--- config.mk ---
export PLATFORM = sky130hd
export DESIGN_NAME = adc_frame_ctrl
export DESIGN_NICKNAME = d
export VERILOG_FILES = /design/src/rtl/adc_frame_ctrl.sv
export SDC_FILE = /design/constraint.sdc
export NUM_CORES = 1
export LEC_CHECK = 0
export CORE_UTILIZATION = 47
export CTS_CLUSTER_DIAMETER = 100
export CTS_CLUSTER_SIZE = 8
export DETAILED_ROUTE_END_ITERATION = 16
export PLACE_DENSITY = 0.69
export SLEW_MARGIN = 5
export SYNTH_ARGS = -nofsm -noshare
export SYNTH_HDL_FRONTEND = slang
export SYNTH_SLANG_ARGS = --single-unit
--- constraint.sdc ---
create_clock -name clk -period 2.83 [get_ports clk]
set_clock_uncertainty 0.1 [all_clocks]
set_input_delay 0.566 -clock clk [delete_from_list [all_inputs] [get_ports clk]]
set_output_delay 0.566 -clock clk [all_outputs]
set_load 0.05 [all_outputs]
--- src/rtl/adc_frame_ctrl.sv ---
module adc_frame_ctrl #(
  parameter int DATA_W    = 12,
  parameter int LEAD_W    = 4,
  parameter int DIV_W     = 8,
  parameter int PER_W     = 16,
  parameter int QUIET_CYC = 2
) (
  input  logic              clk,
  input  logic              rst_n,
  input  logic              enable,
  input  logic [DIV_W-1:0]  div_half,
  input  logic [PER_W-1:0]  period,
  input  logic              adc_sdata,
  output logic              adc_cs_n,
  output logic              adc_sclk,
  output logic              busy,
  output logic [DATA_W-1:0] result,
  output logic              result_valid,
  output logic              frame_error
);
  localparam int FRAME_BITS = LEAD_W + DATA_W;
  localparam int ECW = $clog2(FRAME_BITS + 1);
  localparam int QW  = $clog2(QUIET_CYC + 1);

  logic [DIV_W-1:0]      h_q, div_cnt;
  logic [PER_W-1:0]      per_cnt;
  logic [QW-1:0]         quiet_cnt;
  logic [ECW-1:0]        fall_cnt;
  logic [FRAME_BITS-1:0] shreg;
  logic                  fin;

  wire [DIV_W-1:0] h_eff = (div_half == '0) ? DIV_W'(1) : div_half;
  wire tick  = busy && (div_cnt == DIV_W'(1));
  wire fall  = tick && adc_sclk;
  wire last  = tick && !adc_sclk && (fall_cnt == ECW'(FRAME_BITS));
  wire start = !busy && enable && (per_cnt == '0) && (quiet_cnt == '0);

  assign busy = ~adc_cs_n;

  always_ff @(posedge clk or negedge rst_n) begin
    if (!rst_n) begin
      adc_cs_n  <= 1'b1;
      adc_sclk  <= 1'b1;
      h_q       <= DIV_W'(1);
      div_cnt   <= DIV_W'(1);
      per_cnt   <= '0;
      quiet_cnt <= '0;
      fall_cnt  <= '0;
      shreg     <= '0;
      fin       <= 1'b0;
    end else begin
      fin <= last;
      if (start) begin
        adc_cs_n <= 1'b0;
        adc_sclk <= 1'b1;
        h_q      <= h_eff;
        div_cnt  <= h_eff;
        fall_cnt <= '0;
      end else if (tick) begin
        div_cnt  <= h_q;
        adc_sclk <= last ? 1'b1 : ~adc_sclk;
        if (last) adc_cs_n <= 1'b1;
      end else if (busy) begin
        div_cnt <= div_cnt - DIV_W'(1);
      end
      if (fall) begin
        fall_cnt <= fall_cnt + ECW'(1);
        shreg    <= {shreg[FRAME_BITS-2:0], adc_sdata};
      end
      if (last)                 quiet_cnt <= QW'(QUIET_CYC);
      else if (quiet_cnt != '0) quiet_cnt <= quiet_cnt - QW'(1);
      if (start)                per_cnt <= (period == '0) ? '0 : period - PER_W'(1);
      else if (per_cnt != '0)   per_cnt <= per_cnt - PER_W'(1);
    end
  end

  always_ff @(posedge clk or negedge rst_n) begin
    if (!rst_n) begin
      result       <= '0;
      result_valid <= 1'b0;
      frame_error  <= 1'b0;
    end else begin
      result_valid <= fin;
      if (fin) begin
        result      <= shreg[DATA_W-1:0];
        frame_error <= |shreg[FRAME_BITS-1:DATA_W];
      end
    end
  end
endmodule

==> flow_summary.ini <==
[clock_tree]
cts_tree = built
cts_buffers = 9
postCtsResizedCells = 0
cts_hold_buf = 0
clkSlewWorstSetupHoldPaths_ns = 0.08
clockBufferDepth = 2
worst_skew_pair.late_latency_ns = 0.34
cts-root-buf = clkbuf_8
clock_sinks = 72
htreeDepth = 3
postCtsSetupBuffers = 0

[routing]
num_vias = 3086
drtIter0Drc = 145
ant_nets = 0
avgViaCountPerCell = 5.40
postRouteWirelength_um = 7970
drt_pass1_iterations = 5
drc = 0
wl_per_cell_um = 14.0

[synthesis]
synth-edff-count = 0
yosys.cell_count.top_type = nand2_1
synth_ff_type = dfrtp_1
synth_common_cells = 94 x nand2_1, 68 x dfrtp_1, 20 x nor2_1
netlist_instances = 396
synth_nets = 432
synthesis.area_mm2 = 0.00372
syn_area_per_cell_um2 = 9.40
yosys-top-cells-area = dfrtp_1 46%, nand2_1 9.5%, mux2_2 3.9%
yosysUniqueCellTypes = 54
synthArstFlopShare_pct = 100
yosysWarnings = 0
synth_seq_cells = 72
yosysTopAreaCellShare_pct = 45.7
yosys.area.top_type = dfrtp_1
seq_area_frac_synth_pct = 48.6

[grt]
grt_use_total_pct = 21.3
grt_max_degree = 49
overflow = 0
antenna_found_initial = 0
grt_pass1_vias = 2999
grt_pass1_wl_um = 14000

[layout]
antenna_cells = 0
postLayoutCoreUtil_pct = 60.9
area_growth_pct = 25.7
final_area_mm2 = 0.00468
finalNetCount = 500
drive_gt1_share_pct = 14.5

[power_and_ir_drop]
power_density_mw_per_mm2 = 461
finalPower_uw = 2160
leakagePower_uw = 0.00209
max-vdd-ir-drop_mv = 0.246

[sta]
fin_crit_ns = 2.54
fmax_mhz = 394
slew_viol_final = 0
worstMarginPinSlew_ns = 0.639
fin_setup_tns_ns = 0
slew-limit-headroom_pct = 57.4
rsz0062_at_grt = no
worst_slack_ns = 0.291
fin_crit_sh_pct = 89.7
setup_violations = 0
finalHoldViolations = 0

[setup_path]
crit_chain = clkdlybuf4s50_1 > inv_1 > ha_1 > or4b_1 > or4_4 > and2_4 > a221oi_2 > a21oi_1
cp.arrival_ns = 2.66
start_kind = input pin
critPathSlowestCell = or4_4
crit_path_end_kind = flop
cp_max_fo = 7
crit_buf_inv = 2
crit_type = input pin to flop
critical_path_required_ns = 2.95
cpPeakStageDelay_ns = 0.51
critPathTopFamily = simple AND/OR/NAND/NOR gates

[floorplanning]
fp.dieH_um = 91.0
die_w_um = 91.0
fp-row-count = 32
core_mm2 = 0.00769
die-area_mm2 = 0.00828
ioPinCount = 45
initial_core_util_pct = 48.4

[placed_design]
place_ws_ns = -0.0708
dpl.hpwl_um = 5910
place.gp.congestion = 0.856
post_dp_cell_area_mm2 = 0.00442
io_buffers = 44

[run_status]
status = complete, no violations

[worst_hold_path]
hp-class = input pin to async pin

[flow_run]
maxCapViolCount = 0
stage by stage:
stage,hold WS (ns),cells
6_report,0.119,571
4_1_cts,0.125,571
2_1_floorplan,0.170,396
5_1_grt,0.149,571
3_5_place_dp,0.364,555
3_3_place_gp,0.350,555
per-layer routing:
metal / global-route usage [%] / share of wire [%]
met1: 27.2 / 44
met2: 36.4 / 50
met3: 4.19 / 4.8
met4: 7.01 / 1.4
met5: 0 / 0
worst reg2reg max path, cell delays in order, from the launching register on:
cell,delay [ns]
dfrtp_1,0.44
or4_1,0.68
or4_1,0.73
or2_4,0.35
inv_2,0.06
nor2_1,0.04
cells by family after synthesis:
group | after synthesis | share of synthesized area (%)
compound gates | 60 | 10.1
xor+xnor | 23 | 5.41
fa+ha+maj | 8 | 2.69
buf+inv | 26 | 3.03
flops | 72 | 48.6
mux | 19 | 5.55
simple gates | 188 | 24.6
power by group:
| group | total, uW | internal (uW) | leakage [uW] | switching (uW) |
|---|---|---|---|---|
| logic | 112 | 58.7 | 0.00110 | 53.3 |
| clock network | 1020 | 614 | 0.000127 | 404 |
| registers | 1030 | 1030 | 0.000867 | 0 |
layout make-up:
cell class,instances,area (um2)
fill,686,3010
sequential,72,1810
multi-input combinational,298,1800
timing repair buffer,69,636
clock buffer,10,138
tap,102,128
clock inverter,6,116
inverter,14,52.6
layout by cell type, fill, tap and decap left out, types with 2 or more instances in the layout:
master / n
nor2_1: 20
and2_1: 4
or4_1: 5
xnor2_1: 12
nand3b_1: 3
clkinv_4: 3
or3_1: 4
buf_4: 24
a22oi_1: 3
o211ai_1: 7
or4_4: 2
nand2_1: 94
nor4_1: 9
nand3_1: 14
o21ai_0: 13
o22ai_1: 3
a21oi_1: 13
nor3_1: 13
mux2_2: 13
mux2i_1: 6
nor3b_1: 3
a211oi_1: 3
xor2_1: 11
nand2b_1: 2
dfrtp_1: 68
ha_1: 8
clkbuf_8: 10
o21ai_1: 7
clkdlybuf4s50_1: 43
dfstp_2: 4
inv_1: 12
o31ai_1: 5
bufinv_16: 3
worst paths after layout:
check                                   startpoint                  endpoint  slack [ns]  depth (start not counted)
max reg2reg                 div_cnt[3]$_DFFE_PN0P_  quiet_cnt[0]$_DFFE_PN0P_        0.32                          5
min in group clk           fall_cnt[4]$_DFFE_PN0P_   fall_cnt[4]$_DFFE_PN0P_        0.38                          1
max in group asynchronous                    rst_n    div_cnt[0]$_DFFE_PN1P_        1.81                          2
max                                      period[0]    per_cnt[1]$_DFFE_PN0P_        0.29                          8
min reg2reg                fall_cnt[4]$_DFFE_PN0P_   fall_cnt[4]$_DFFE_PN0P_        0.38                          1
min                                          rst_n    result_valid$_DFF_PN0_        0.12                          1
sequential cells by signal, summed over array words and instances, names as in the netlist:
signal,flops
frame_error,1
result,12
fall_cnt,5
h_q,8
result_valid,1
adc_cs_n,1
shreg,16
quiet_cnt,2
adc_sclk,1
per_cnt,16
fin,1
div_cnt,8
No activity file was read; power rests on OpenSTA's default activity.
